$ cat src/rtl/fdec_pkg.sv
package fdec_pkg;

   localparam logic [3:0] OP_HALT  = 4'h0;
   localparam logic [3:0] OP_NOP   = 4'h1;
   localparam logic [3:0] OP_CMOV  = 4'h2;
   localparam logic [3:0] OP_IRMOV = 4'h3;
   localparam logic [3:0] OP_RMMOV = 4'h4;
   localparam logic [3:0] OP_MRMOV = 4'h5;
   localparam logic [3:0] OP_ALU   = 4'h6;
   localparam logic [3:0] OP_JUMP  = 4'h7;
   localparam logic [3:0] OP_CALL  = 4'h8;
   localparam logic [3:0] OP_RET   = 4'h9;
   localparam logic [3:0] OP_PUSH  = 4'hA;
   localparam logic [3:0] OP_POP   = 4'hB;

   localparam logic [3:0] NO_REG   = 4'hF;

   typedef logic [1:0] stat_t;
   localparam stat_t ST_RUN    = 2'd0;
   localparam stat_t ST_HALT   = 2'd1;
   localparam stat_t ST_BADADR = 2'd2;
   localparam stat_t ST_BADOP  = 2'd3;

   typedef struct packed {
      logic legal;
      logic regbyte;
      logic cnst;
   } op_flags_t;

endpackage

$ cat src/rtl/fdec_classify.sv
module fdec_classify
   import fdec_pkg::*;
#(
   parameter int ALU_OPS    = 4,
   parameter int COND_CODES = 7
) (
   input  logic [3:0] opcode,
   input  logic [3:0] fncode,
   output op_flags_t  flags
);
   localparam logic [4:0] ALU_LIM  = 5'(ALU_OPS);
   localparam logic [4:0] COND_LIM = 5'(COND_CODES);

   if (ALU_OPS < 1 || ALU_OPS > 16)
      $error("fdec_classify: ALU_OPS must be 1..16");
   if (COND_CODES < 1 || COND_CODES > 16)
      $error("fdec_classify: COND_CODES must be 1..16");

   logic       fn_zero;
   logic [4:0] fn_ext;
   op_flags_t  raw;

   assign fn_zero = (fncode == 4'h0);
   assign fn_ext  = {1'b0, fncode};

   always_comb begin
      raw = '0;
      unique case (opcode)
         OP_HALT, OP_NOP, OP_RET: raw.legal = fn_zero;
         OP_CMOV: begin
            raw.legal   = fn_ext < COND_LIM;
            raw.regbyte = 1'b1;
         end
         OP_IRMOV, OP_RMMOV, OP_MRMOV: begin
            raw.legal   = fn_zero;
            raw.regbyte = 1'b1;
            raw.cnst    = 1'b1;
         end
         OP_ALU: begin
            raw.legal   = fn_ext < ALU_LIM;
            raw.regbyte = 1'b1;
         end
         OP_JUMP: begin
            raw.legal = fn_ext < COND_LIM;
            raw.cnst  = 1'b1;
         end
         OP_CALL: begin
            raw.legal = fn_zero;
            raw.cnst  = 1'b1;
         end
         OP_PUSH, OP_POP: begin
            raw.legal   = fn_zero;
            raw.regbyte = 1'b1;
         end
         default: raw = '0;
      endcase
   end

   // an illegal instruction occupies exactly one byte
   always_comb begin
      flags         = raw;
      flags.regbyte = raw.legal & raw.regbyte;
      flags.cnst    = raw.legal & raw.cnst;
   end

endmodule

$ cat src/rtl/fdec_extract.sv
module fdec_extract
   import fdec_pkg::*;
#(
   parameter int ADDR_W     = 32,
   parameter int WORD_BYTES = 4,
   parameter int WIN_BYTES  = 2 + WORD_BYTES
) (
   input  logic [ADDR_W-1:0]       pc,
   input  logic [WIN_BYTES*8-1:0]  window,
   input  op_flags_t               flags,
   output logic [3:0]              reg_a,
   output logic [3:0]              reg_b,
   output logic [WORD_BYTES*8-1:0] const_val,
   output logic [ADDR_W-1:0]       next_pc
);
   localparam int CW = WORD_BYTES * 8;

   if (WIN_BYTES != 2 + WORD_BYTES)
      $error("fdec_extract: WIN_BYTES must equal 2 + WORD_BYTES");

   logic [CW-1:0] cbytes;

   for (genvar k = 0; k < WORD_BYTES; k++) begin : g_cbyte
      assign cbytes[k*8 +: 8] = flags.regbyte ? window[(k+2)*8 +: 8]
                                              : window[(k+1)*8 +: 8];
   end

   assign reg_a     = flags.regbyte ? window[15:12] : NO_REG;
   assign reg_b     = flags.regbyte ? window[11:8]  : NO_REG;
   assign const_val = flags.cnst ? cbytes : '0;

   logic [ADDR_W-1:0] len;
   always_comb begin
      len = ADDR_W'(1);
      if (flags.regbyte) len = len + ADDR_W'(1);
      if (flags.cnst)    len = len + ADDR_W'(WORD_BYTES);
   end
   assign next_pc = pc + len;

endmodule

$ cat src/rtl/fdec_status.sv
module fdec_status
   import fdec_pkg::*;
(
   input  logic       imem_err,
   input  logic       legal,
   input  logic [3:0] opcode,
   output stat_t      status
);
   always_comb begin
      if (imem_err)                status = ST_BADADR;
      else if (!legal)             status = ST_BADOP;
      else if (opcode == OP_HALT)  status = ST_HALT;
      else                         status = ST_RUN;
   end
endmodule

$ cat src/rtl/fdec_fetch_decoder.sv
module fdec_fetch_decoder
   import fdec_pkg::*;
#(
   parameter int ADDR_W     = 32,
   parameter int WORD_BYTES = 4,
   parameter int ALU_OPS    = 4,
   parameter int COND_CODES = 7,
   parameter bit REG_OUT    = 1'b1
) (
   input  logic                    clk,
   input  logic                    rst_n,
   input  logic [ADDR_W-1:0]       pc,
   input  logic [(2+WORD_BYTES)*8-1:0] ibytes,
   input  logic                    imem_err,
   output logic [3:0]              opcode,
   output logic [3:0]              fncode,
   output logic [3:0]              reg_a,
   output logic [3:0]              reg_b,
   output logic [WORD_BYTES*8-1:0] const_val,
   output logic [ADDR_W-1:0]       next_pc,
   output logic                    op_legal,
   output logic                    has_regbyte,
   output logic                    has_const,
   output logic [1:0]              status
);
   localparam int WIN_BYTES = 2 + WORD_BYTES;
   localparam int CW        = WORD_BYTES * 8;

   if (ADDR_W < 8 || ADDR_W > 64)
      $error("fdec_fetch_decoder: ADDR_W must be 8..64");
   if (WORD_BYTES < 1 || WORD_BYTES > 8)
      $error("fdec_fetch_decoder: WORD_BYTES must be 1..8");

   logic [3:0]        d_opc, d_fn, d_ra, d_rb;
   logic [CW-1:0]     d_const;
   logic [ADDR_W-1:0] d_npc;
   op_flags_t         d_flags;
   stat_t             d_stat;

   assign d_opc = ibytes[7:4];
   assign d_fn  = ibytes[3:0];

   fdec_classify #(.ALU_OPS(ALU_OPS), .COND_CODES(COND_CODES)) u_cls (
      .opcode (d_opc),
      .fncode (d_fn),
      .flags  (d_flags)
   );

   fdec_extract #(.ADDR_W(ADDR_W), .WORD_BYTES(WORD_BYTES), .WIN_BYTES(WIN_BYTES)) u_ext (
      .pc        (pc),
      .window    (ibytes),
      .flags     (d_flags),
      .reg_a     (d_ra),
      .reg_b     (d_rb),
      .const_val (d_const),
      .next_pc   (d_npc)
   );

   fdec_status u_st (
      .imem_err (imem_err),
      .legal    (d_flags.legal),
      .opcode   (d_opc),
      .status   (d_stat)
   );

   if (REG_OUT) begin : g_reg
      always_ff @(posedge clk) begin
         if (!rst_n) begin
            opcode      <= OP_NOP;
            fncode      <= 4'h0;
            reg_a       <= NO_REG;
            reg_b       <= NO_REG;
            const_val   <= '0;
            next_pc     <= '0;
            op_legal    <= 1'b1;
            has_regbyte <= 1'b0;
            has_const   <= 1'b0;
            status      <= ST_RUN;
         end else begin
            opcode      <= d_opc;
            fncode      <= d_fn;
            reg_a       <= d_ra;
            reg_b       <= d_rb;
            const_val   <= d_const;
            next_pc     <= d_npc;
            op_legal    <= d_flags.legal;
            has_regbyte <= d_flags.regbyte;
            has_const   <= d_flags.cnst;
            status      <= d_stat;
         end
      end
   end else begin : g_comb
      assign opcode      = d_opc;
      assign fncode      = d_fn;
      assign reg_a       = d_ra;
      assign reg_b       = d_rb;
      assign const_val   = d_const;
      assign next_pc     = d_npc;
      assign op_legal    = d_flags.legal;
      assign has_regbyte = d_flags.regbyte;
      assign has_const   = d_flags.cnst;
      assign status      = d_stat;
   end

   p_noreg_r5: assert property (@(posedge clk) disable iff (!rst_n)
      !has_regbyte |-> (reg_a == NO_REG && reg_b == NO_REG))
      else $error("R5: register ids not 0xF without register byte");

   p_noconst_r6: assert property (@(posedge clk) disable iff (!rst_n)
      !has_const |-> (const_val == '0))
      else $error("R6: constant nonzero while absent");

   p_illegal_len_r4: assert property (@(posedge clk) disable iff (!rst_n)
      !op_legal |-> (!has_regbyte && !has_const))
      else $error("R4: illegal instruction with extra bytes");

   p_illegal_stat_r8: assert property (@(posedge clk) disable iff (!rst_n)
      !op_legal |-> (status == ST_BADOP || status == ST_BADADR))
      else $error("R8: illegal instruction with running status");

   p_halt_r8: assert property (@(posedge clk) disable iff (!rst_n)
      (status == ST_HALT) |-> (opcode == OP_HALT && op_legal))
      else $error("R8: halt status from non-halt instruction");

   p_regout_r9: assert property (@(posedge clk) disable iff (!rst_n)
      (REG_OUT && $past(rst_n) && $past(imem_err)) |-> (status == ST_BADADR))
      else $error("R9: memory error not visible one cycle later");

endmodule

$ cat config.mk
export PLATFORM = sky130hd
export DESIGN_NAME = fdec_fetch_decoder
export DESIGN_NICKNAME = d
export VERILOG_FILES = /design/src/rtl/fdec_pkg.sv /design/src/rtl/fdec_classify.sv /design/src/rtl/fdec_extract.sv /design/src/rtl/fdec_status.sv /design/src/rtl/fdec_fetch_decoder.sv
export SDC_FILE = /design/constraint.sdc
export NUM_CORES = 1
export LEC_CHECK = 0
export BUFFER_PORTS_ARGS = -buffer_cell sky130_fd_sc_hd__buf_2
export CORE_AREA = 5 5 94 96
export CTS_BUF_LIST = sky130_fd_sc_hd__clkbuf_16
export CTS_CLUSTER_DIAMETER = 40
export DETAILED_ROUTE_END_ITERATION = 12
export DIE_AREA = 0 0 99 101
export HOLD_SLACK_MARGIN = 0.15
export PLACE_DENSITY = 0.79
export SLEW_MARGIN = 5
export SYNTH_ARGS = -nofsm -noshare
export SYNTH_HDL_FRONTEND = slang
export SYNTH_SLANG_ARGS = --single-unit
$ cat constraint.sdc
create_clock -name clk -period 4.5 [get_ports clk]
set_input_delay 0.9 -clock clk [delete_from_list [all_inputs] [get_ports clk]]
set_output_delay 0.9 -clock clk [all_outputs]
set_load 0.01 [all_outputs]
### Word level (Yosys, flattened, before mapping)

Index checks and enable logic that the tools add are counted.

* register bits after elaboration: 85
* input port bits: 83
* output and inout port bits: 85

* add/sub/neg operators: 2
* order comparisons: 2
* eq/ne operators: 11
* mux-type cells: 12
* bitwise logic cells: 3
* reduce and logical (&&, ||, !) cells: 9

Operators by type and width (number)
* $add A32 B32 Y32: 1
* $mux W32: 1
* $mux W8: 4
* $eq A4 B3 Y1 const B: 4
* $eq A4 B4 Y1 const B: 4
* $reduce_or A9 Y1: 1
* $eq A4 B2 Y1 const B: 2
* $logic_not A4 Y1: 2
* $lt A4 B3 Y1 const B: 2
* $reduce_or A7 Y1: 1
* $mux W2: 3
* $reduce_or A5 Y1: 1
* $add A2 B3 Y4 const B: 1
* $eq A4 B1 Y1 const B: 1
* $reduce_and A2 Y1: 2
* $reduce_or A2 Y1: 2
* $mux W1: 3
* $pmux W1 S3: 1
* $and A1 B1 Y1: 2
* $not A1 Y1: 1

### Logic depth before layout (Yosys ltp)

Gate-level depths: netlist of the first run.

* depth in word-level cells: 8
* gate-level depth with buffers: 17

### By module

A second synthesis of the first run with hierarchy kept.

* cells, all modules: 382
* area total of the unflattened synthesis: 3796.1 um2

Modules (own cells, without submodules)
* fdec_fetch_decoder: instances 1, cells each 179, area each 2316.0 um2, seq. area each 1701.6 um2
* fdec_extract: instances 1, cells each 183, area each 1337.5 um2, seq. area each 0.0 um2
* fdec_classify: instances 1, cells each 17, area each 123.9 um2, seq. area each 0.0 um2
* fdec_status: instances 1, cells each 3, area each 18.8 um2, seq. area each 0.0 um2

### Worst setup path before layout of the first run

OpenSTA, ideal clock, no wires.

* path type: in2reg
* start point: input port ibytes[0]
* end point: register next_pc[28]
* setup time: 0.115 ns
* arrival time: 3.699 ns
* slack: 0.686 ns
* stages: 13
* buffers on the path: 3
* cell sequence: a31oi_1 > nand3_1 > a21oi_1 > buf_2 > buf_2 > inv_1 > fa_1 > inv_1 > a41oi_4 > buf_6 > nor4_2 > xnor2_1 > and2_1

RTL lines
* start: declaration: line fdec_fetch_decoder.sv:13 `input logic [(2+WORD_BYTES)*8-1:0] ibytes,`
* end signal: assignment: line fdec_fetch_decoder.sv:85 `next_pc <= d_npc;`
* end: declaration: line fdec_fetch_decoder.sv:20 `output logic [ADDR_W-1:0] next_pc,`

### Worst setup path in the final report of the first run

* start point: input port ibytes[1]
* end point: register next_pc[22]

* longest elaborated chain between the ends: 7
* elaborated cells on any way between the ends: 10
* classes of those cells: add/sub (2); order compare (2); mux (3); bitwise (2); reduce/logical (1)

RTL lines
* $lt A4 B3 Y1 (tied with other cells): line fdec_classify.sv:31, fdec_classify.sv:44
* $pmux W1 S3 (*): line fdec_classify.sv:28 `unique case (opcode)`
* $and A1 B1 Y1: line fdec_classify.sv:62 `flags.regbyte = raw.legal & raw.regbyte;`
* $mux W2: line fdec_extract.sv:35 `if (flags.regbyte) len = len + ADDR_W'(1);`
* $add A2 B3 Y4: line fdec_extract.sv:36 `if (flags.cnst) len = len + ADDR_W'(WORD_BYTES);`
* $mux W32 (*): line fdec_extract.sv:36
* $add A32 B32 Y32 (*): line fdec_extract.sv:38 `assign next_pc = pc + len;`

Every way passes the cells marked *; elsewhere a longest branch is shown, timed or not.
A chain may end at the register's enable or synchronous reset.

==> flow_summary_export.csv, run 1 <==
group,metric,value,unit
outcome,status,"completed",
cells_and_area,syn2layout_area_growth,35.2,%
die,rows,33,
synth,syn_nets,432,
global_route,grt_pass1_vias,3082,
cells_and_area,fill_cells,698,
synth,yosysTopAreaCellShare,0.482,
global_route,grt.total_usage,0.184,
power_and_ir_drop,peakVddDrop,0.000223,V
setup_path,cp.required,4720,ps
synth,synth_edf_count,0,
routing,wl,9.07,mm
die,start_util,0.443,
setup_path,critPathBufInv,3,
synth,ys_top_cells_by_area,"dfxtp_1 (48%), mux2i_1 (9.4%), and2_1 (6.7%), xor2_1 (6.2%), nor2_1 (4.0%)",
global_route,antenna_found_initial,1,
synth,synthArstFlopShare,0,
sta,finalSetupViolCount,0,
sta,grt_setup_unrepaired,"no",
routing,drc,0,
clock_network,path_clk_slew,60,ps
clock_network,cts_resized,0,
sta,worstMarginPinSlew,1080,ps
placement,dp_slack,500,ps
sta,worst_hold_slack,756,ps
cells_and_area,drive_above_1_share,0.412,
synth,yosysWarnings,0,
setup_path,slowest_stage,"o32ai_2",
setup_path,endpoint,"next_pc[22]",
cells_and_area,seq_area,0.00170,mm^2
clock_network,cts-root-buf,"clkbuf_16",
sta,final-max-slew-violation-count,0,
sta,post-route-min-period,3660,ps
sta,maxSlewHeadroom,0.281,
setup_path,path_delay_family,"compound AO/OA/AOI/OAI gates",
setup_path,cpMostUsedCell,"inv_1",
clock_network,h-tree-depth,3,
setup_path,cp_cell_sequence,"buf_2 > o32ai_2 > nand3_1 > a21oi_4 > inv_1 > fa_1 > inv_1 > a41oi_4 > nor4_1 > xor2_1 > and2_1",
clock_network,clockBufferDepth,2,
setup_path,cp.depth,11,
global_route,grt_max_degree,46,
sta,hold_violations,0,
clock_network,post_cts.repair.setup_buffers,0,
sta,fin_crit_sh,0.813,
clock_network,cts_made_buffers,9,
synth,ys_types,39,
setup_path,cp.arrival,3880,ps
placement,port_buffers,167,
die,dieArea,0.0100,mm^2
clock_network,cts_hold_buf,0,
die,die_y,101,um
routing,wire_per_inst,14.6,um
routing,vias,3022,
setup_path,cp-end-kind,"register",
placement,hpwl,7.06,mm
sta,setup_tns,0,ps
synth,synth-main-ff-cell,"dfxtp_1",
setup_path,cpPeakStageDelay,630,ps
global_route,grt_pass1_wl,14.8,mm
power_and_ir_drop,power,1.75,mW
synth,synth_cells,346,
routing,first_pass_iters,4,
power_and_ir_drop,leakage,2.20,nW
cells_and_area,multiInputGateArea,0.00171,mm^2
setup_path,path_class,"input pin to register",
die,core_area,0.00797,mm^2
run,cap_violations,0,
placement,place.gp.congestion,0.940,
synth,ys_seq_area_frac,0.482,
die,die_w,99,um
min_path,min_path_type,"input pin to register",
synth,yosys.area.top_type,"dfxtp_1",
setup_path,critPathMaxFanout,14,
global_route,overflow,0,
clock_network,cts.sinks,85,
power_and_ir_drop,p_per_area,367,mW/mm^2
synth,syn_area,0.00353,mm^2
setup_path,startpoint,"ibytes[1]",
routing,drtIter0Drc,51,
synth,avgSynthCellArea,10.2,um^2
routing,ant_nets,0,
setup_path,start_kind,"input pin",
routing,vias_per_cell,4.86,
cells_and_area,layout.nets,598,
cells_and_area,diodes,0,
die,io_pins,168,
cells_and_area,utilization,0.599,
sta,max_clock_freq,273,MHz
synth,synth_seq_cells,85,
clock_network,cts_tree,"built",
sta,setup_ws,840,ps
synth_stat cells (all sizes together) (3+ instances only):
cell and number:
buf 9, nor3 9, nor4b 5, nor2 38, nand2 14, nand3 8, a21oi 3, xnor2 5
nor4 14, xor2 25, or2 8, mux2i 33, nor2b 3, dfxtp 85, clkbuf 8, and3 3
and2 38, a31oi 3, nand4 4, inv 10
stage by stage:
| stage | instance area [um^2] | cells |
|---|---|---|
| finish | 4770 | 622 |
| floorplan | 3530 | 346 |
| global placement | 4450 | 606 |
| CTS | 4770 | 622 |
| global route | 4770 | 622 |
| detailed placement | 4450 | 606 |
area by class of cell:
class / instances / area share
Multi-Input combinational cell: 234 / 0.359
Sequential cell: 85 / 0.357
Timing Repair Buffer: 172 / 0.183
Clock buffer: 9 / 0.0472
Tap cell: 105 / 0.0275
Clock inverter: 7 / 0.0191
Inverter: 10 / 0.00787
worst min path at each step:
stage / from / to / slack, ps / cells past startpoint
final: imem_err / status[0] / 760 / 2
after global placement: imem_err / status[0] / 1080 / 2
after CTS: imem_err / status[0] / 750 / 2
after global routing: imem_err / status[0] / 750 / 2
after detailed placement: imem_err / status[0] / 1090 / 2
after floorplan: imem_err / status[0] / 980 / 1
placed cells by master, fill, tap and decap left out, drive strengths merged, types with 3 or more instances in the layout:
master,count
clkbuf,9
a21oi,3
buf,172
and2,38
inv,11
clkinv,4
xnor2,5
nand4,4
nor4,14
dfxtp,85
nor3,9
nor2b,3
nor2,38
nand2,14
nor4b,5
a31oi,3
and3,3
nand3,8
or2,8
mux2i,33
xor2,25
layer usage:
layer / vias up / GRT usage / part of all wire
li1: 1493 / - / -
met1: 1368 / 0.215 / 0.41
met2: 146 / 0.316 / 0.48
met3: 13 / 0.0644 / 0.10
met4: 2 / 0.0578 / 0.014
met5: - / 0 / 0.0014
flip-flops by register name (all words and copies together), names as in the netlist, 2 cells and up:
name,cells
status,2
reg_b,4
fncode,4
next_pc,32
const_val,32
reg_a,4
opcode,4
kinds of logic (layout without fill, tap and decap cells):
| kind of cell | Yosys count | count (layout) | share of synthesized area |
|---|---|---|---|
| simple gates | 153 | 153 | 0.252 |
| flops | 85 | 85 | 0.482 |
| mux | 33 | 33 | 0.0936 |
| xor+xnor | 30 | 30 | 0.0745 |
| buf+inv | 27 | 198 | 0.0362 |
| compound gates | 15 | 15 | 0.0486 |
| fa+ha+maj | 3 | 3 | 0.0128 |
power by group:
part	leakage (nW)	internal, mW	switching [mW]	total [mW]
Combinational	1.34	0.0895	0.113	0.203
Clock	0.161	0.483	0.279	0.763
Sequential	0.698	0.779	0.00660	0.785
Total	2.20	1.35	0.399	1.75
No activity file was read; power rests on OpenSTA's default activity.
==> run 2, diff against run 1 <==
- clock period: 4.5 -> 3.7 ns (I/O delays scaled with it)
==> flow_summary_export.csv, run 2 (synthesized netlist as in run 1, its figures left out) <==
group,metric,value,unit
outcome,status,"completed",
cells_and_area,layout.nets,599,
clock_network,cts_made_buffers,9,
die,start_util,0.443,
power_and_ir_drop,leakage,2.18,nW
cells_and_area,final_cell_area,0.00476,mm^2
die,dieArea,0.0100,mm^2
setup_path,critPathMaxFanout,14,
die,rows,33,
sta,max_clock_freq,334,MHz
cells_and_area,reg_top3,"const_val x32, next_pc x32",
setup_path,cp.arrival,3220,ps
power_and_ir_drop,pwr-share-clk,0.423,
placement,port_buffers,167,
sta,fin_crit_sh,0.810,
run,cap_violations,0,
clock_network,path_clk_slew,60,ps
min_path,min_path_type,"input pin to register",
cells_and_area,mostFrequentLayoutCell,"buf_2",
sta,hold_violations,0,
routing,first_pass_iters,4,
global_route,overflow,0,
setup_path,cp-end-kind,"register",
die,core_area,0.00797,mm^2
placement,hpwl,7.03,mm
sta,worstMarginPinSlew,624,ps
power_and_ir_drop,p_seq_frac,0.458,
setup_path,startpoint,"ibytes[7]",
cells_and_area,diodes,0,
power_and_ir_drop,swShare,0.242,
routing,vias_per_cell,4.90,
routing,drtIter0Drc,72,
routing,wire_per_inst,14.7,um
sta,final-max-slew-violation-count,0,
clock_network,cts_hold_buf,0,
clock_network,h-tree-depth,3,
setup_path,start_kind,"input pin",
global_route,grt.total_usage,0.180,
routing,ant_nets,0,
routing,wl,9.14,mm
placement,place.gp.congestion,0.952,
power_and_ir_drop,combinationalPowerShare,0.119,
sta,setup_tns,0,ps
routing,drc,0,
clock_network,cts_resized,0,
die,die_w,99,um
sta,grt_setup_unrepaired,"no",
clock_network,cts_tree,"built",
setup_path,cp.required,3930,ps
placement,placedInstanceArea,0.00446,mm^2
min_path,hold_start,"imem_err",
sta,post-route-min-period,3000,ps
sta,maxSlewHeadroom,0.583,
cells_and_area,layout_common_cells,"buf_2 (167), dfxtp_1 (85), nor2_1 (38), and2_1 (38), mux2i_1 (33)",
die,io_pins,168,
global_route,grt_pass1_vias,3072,
clock_network,post_cts.repair.setup_buffers,0,
global_route,grt_pass1_wl,14.6,mm
clock_network,cts.sinks,85,
cells_and_area,syn2layout_area_growth,35.0,%
clock_network,clockBufferDepth,2,
global_route,antenna_found_initial,1,
power_and_ir_drop,switchingPower,0.504,mW
power_and_ir_drop,p_per_area,438,mW/mm^2
power_and_ir_drop,peakVddDrop,0.000270,V
setup_path,path_class,"input pin to register",
die,die_y,101,um
sta,finalSetupViolCount,0,
clock_network,cts-root-buf,"clkbuf_16",
cells_and_area,drive_above_1_share,0.413,
global_route,grt_max_degree,46,
power_and_ir_drop,p_int,1.58,mW
routing,vias,3053,
[run 2: changes by cell type in the layout (fill, tap and decap cells not counted)]
cell / before / now
clkinv_2: 2 / 0
clkinvlp_4: 0 / 2
bufinv_16: 2 / 1
inv_1: 11 / 10
inv_6: 0 / 1
clkinv_1: 0 / 1
buf_4: 5 / 6
[run 2: power groups by stage]
stage | clock, mW | combinational (mW) | sequential, mW
6_report | 0.882 | 0.248 | 0.955
5_1_grt | 0.941 | 0.272 | 0.957
4_1_cts | 0.903 | 0.250 | 0.955
3_5_place_dp | 0 | 0.248 | 0.975
3_3_place_gp | 0 | 0.243 | 0.975
2_1_floorplan | 0 | 0.112 | 0.992
[run 2: worst max-delay path: stages]
cell and delay (ps):
buf_2 150, nand2b_1 160, o32ai_2 150, nand3_1 190, a21oi_4 190, inv_1 90
fa_1 430, inv_1 140, a41oi_4 270, nor4b_1 440, xor2_1 100, and2_1 160
[run 2: worst paths after layout]
check                    endpoint  slack [ps]  depth (start not counted)
worst max-delay path  next_pc[26]         700                         12
worst min-delay path    status[0]         600                          2
[run 2: area by class of cell]
| cell class | instances | area [um^2] |
|---|---|---|
| multi-input cells | 234 | 1710 |
| fillers | 702 | 3210 |
| well taps | 105 | 131 |
| clock buffers | 9 | 225 |
| repair buffers | 173 | 881 |
| inverters | 10 | 37.5 |
| clock inverters | 7 | 75.1 |
| flip-flops and latches | 85 | 1700 |
[run 2: through the flow]
step / setup WS [ps] / hold slack, ps / std cells / util / total power, mW
floorplan: 46.3 / 816 / 346 / - / 1.10
global placement: 460 / 925 / 607 / 0.560 / 1.22
detailed placement: 348 / 925 / 607 / 0.560 / 1.22
CTS: 698 / 587 / 623 / 0.598 / 2.11
global route: 535 / 590 / 623 / 0.598 / 2.17
finish: 702 / 598 / 623 / 0.598 / 2.09
[run 2: routing by layer]
metal	vias up	GRT usage	wire length, um
li1	1493	-	-
met1	1412	0.210	3720
met2	139	0.315	4410
met3	7	0.0664	943
met4	2	0.0410	58
met5	-	0	11
==> run 3, diff against run 2 <==
- clock period: 3.7 -> 3 ns (I/O delays scaled with it)
==> flow_summary_export.csv, run 3 (synthesized netlist as in run 1, its figures left out) <==
group,metric,value,unit
outcome,status,"completed",
power_and_ir_drop,peakVddDrop,0.000373,V
sta,max_clock_freq,361,MHz
routing,routed.top_layer,"met4",
clock_network,cts_hold_buf,0,
power_and_ir_drop,pwr-share-clk,0.463,
global_route,grt_pass1_wl,14.8,mm
sta,grt_setup_unrepaired,"no",
cells_and_area,syn2layout_area_growth,39.5,%
cells_and_area,reg_top3,"const_val x32, next_pc x32",
placement,hpwl,7.09,mm
routing,drtIter0Drc,51,
clock_network,cts_resized,0,
sta,worstMarginPinSlew,608,ps
routing,routed-wl-met3,977,um
cells_and_area,diodes,0,
routing,m1WireLength,3.67,mm
global_route,antenna_found_initial,0,
routing,wl,9.17,mm
setup_path,startpoint,"ibytes[5]",
clock_network,clockBufferDepth,2,
global_route,grt_pass1_vias,3092,
global_route,grt_max_degree,46,
clock_network,cts_made_buffers,9,
setup_path,path_class,"input pin to register",
power_and_ir_drop,swShare,0.234,
sta,hold_violations,0,
clock_network,cts.sinks,85,
clock_network,post_cts.repair.setup_buffers,0,
placement,port_buffers,167,
power_and_ir_drop,power,2.79,mW
setup_path,start_kind,"input pin",
clock_network,cts_tree,"built",
power_and_ir_drop,combinationalPowerShare,0.116,
routing,drc,0,
die,core_area,0.00797,mm^2
power_and_ir_drop,p_int,2.14,mW
sta,fin_crit_sh,0.924,
cells_and_area,drive_above_1_share,0.435,
cells_and_area,layout.nets,603,
power_and_ir_drop,switchingPower,0.653,mW
cells_and_area,layout_common_cells,"buf_2 (167), dfxtp_1 (85), nor2_1 (38), and2_1 (38), mux2i_1 (33)",
setup_path,endpoint,"next_pc[26]",
placement,place.gp.congestion,0.897,
sta,post-route-min-period,2770,ps
die,start_util,0.443,
routing,vias_per_cell,4.81,
routing,ant_nets,0,
sta,worst_hold_slack,446,ps
routing,routed-wl-met2,4.37,mm
global_route,grt.total_usage,0.185,
routing,wire_per_inst,14.6,um
cells_and_area,utilization,0.618,
sta,maxSlewHeadroom,0.595,
clock_network,cts-root-buf,"clkbuf_16",
sta,final-max-slew-violation-count,0,
die,dieArea,0.0100,mm^2
die,io_pins,168,
run,cap_violations,0,
die,rows,33,
power_and_ir_drop,p_per_area,568,mW/mm^2
setup_path,cp.required,3220,ps
min_path,min_path_type,"input pin to register",
cells_and_area,fill_cells,651,
power_and_ir_drop,leakage,2.26,nW
die,die_w,99,um
routing,vias,3019,
setup_path,critPathMaxFanout,14,
power_and_ir_drop,p_seq_frac,0.421,
die,die_y,101,um
routing,first_pass_iters,4,
clock_network,h-tree-depth,3,
setup_path,cp.arrival,3000,ps
setup_path,cp-end-kind,"register",
global_route,overflow,0,
cells_and_area,mostFrequentLayoutCell,"buf_2",
sta,finalSetupViolCount,0,
clock_network,path_clk_slew,60,ps
-- run 3: worst min path at each step --
stage,from,end,slack (ps),depth (start not counted)
floorplan,imem_err,status[0],680,1
global placement,imem_err,status[0],780,2
detailed placement,imem_err,status[0],790,2
CTS,imem_err,status[0],440,2
global route,imem_err,status[0],450,2
finish,imem_err,status[0],450,2
-- run 3: stage by stage --
stage | setup WS (ps) | cells | instance area, um^2 | TNS [ps]
floorplan | -25.8 | 346 | 3610 | -112
global placement | -35.5 | 611 | 4570 | -49.8
detailed placement | -134 | 611 | 4570 | -722
CTS | 225 | 627 | 4920 | 0
global route | 0.602 | 627 | 4920 | 0
finish | 227 | 627 | 4920 | 0
-- run 3: layout make-up --
cell class	instances	area (um^2)	share of cell area
Multi-Input combinational cell	234	1760	0.358
Timing Repair Buffer	177	936	0.190
Sequential cell	85	1700	0.346
Clock buffer	9	225	0.0458
Clock inverter	7	128	0.0259
Inverter	10	40.0	0.00813
Tap cell	105	131	0.0267
-- run 3: per-layer routing --
metal | up-vias | track usage
li1 | 1498 | -
met1 | 1374 | 0.217
met2 | 133 | 0.310
met3 | 14 | 0.0644
met4 | 0 | 0.0735
met5 | - | 0
-- run 3: critical path, cell delays in order --
cell	delay [ps]
buf_2	190
nor2b_1	160
o21ai_0	90
nand3_1	140
a21oi_4	100
inv_4	70
ha_2	180
inv_2	40
fa_2	360
inv_2	110
a41oi_4	260
nor4b_1	430
xor2_1	100
and2_1	160
-- run 3: power by group through the flow --
stage | Clock, mW | Combinational [mW] | Sequential (mW)
3_3_place_gp | 0 | 0.319 | 1.20
2_1_floorplan | 0 | 0.149 | 1.22
4_1_cts | 1.32 | 0.327 | 1.18
6_report | 1.29 | 0.323 | 1.18
3_5_place_dp | 0 | 0.325 | 1.20
5_1_grt | 1.37 | 0.354 | 1.18
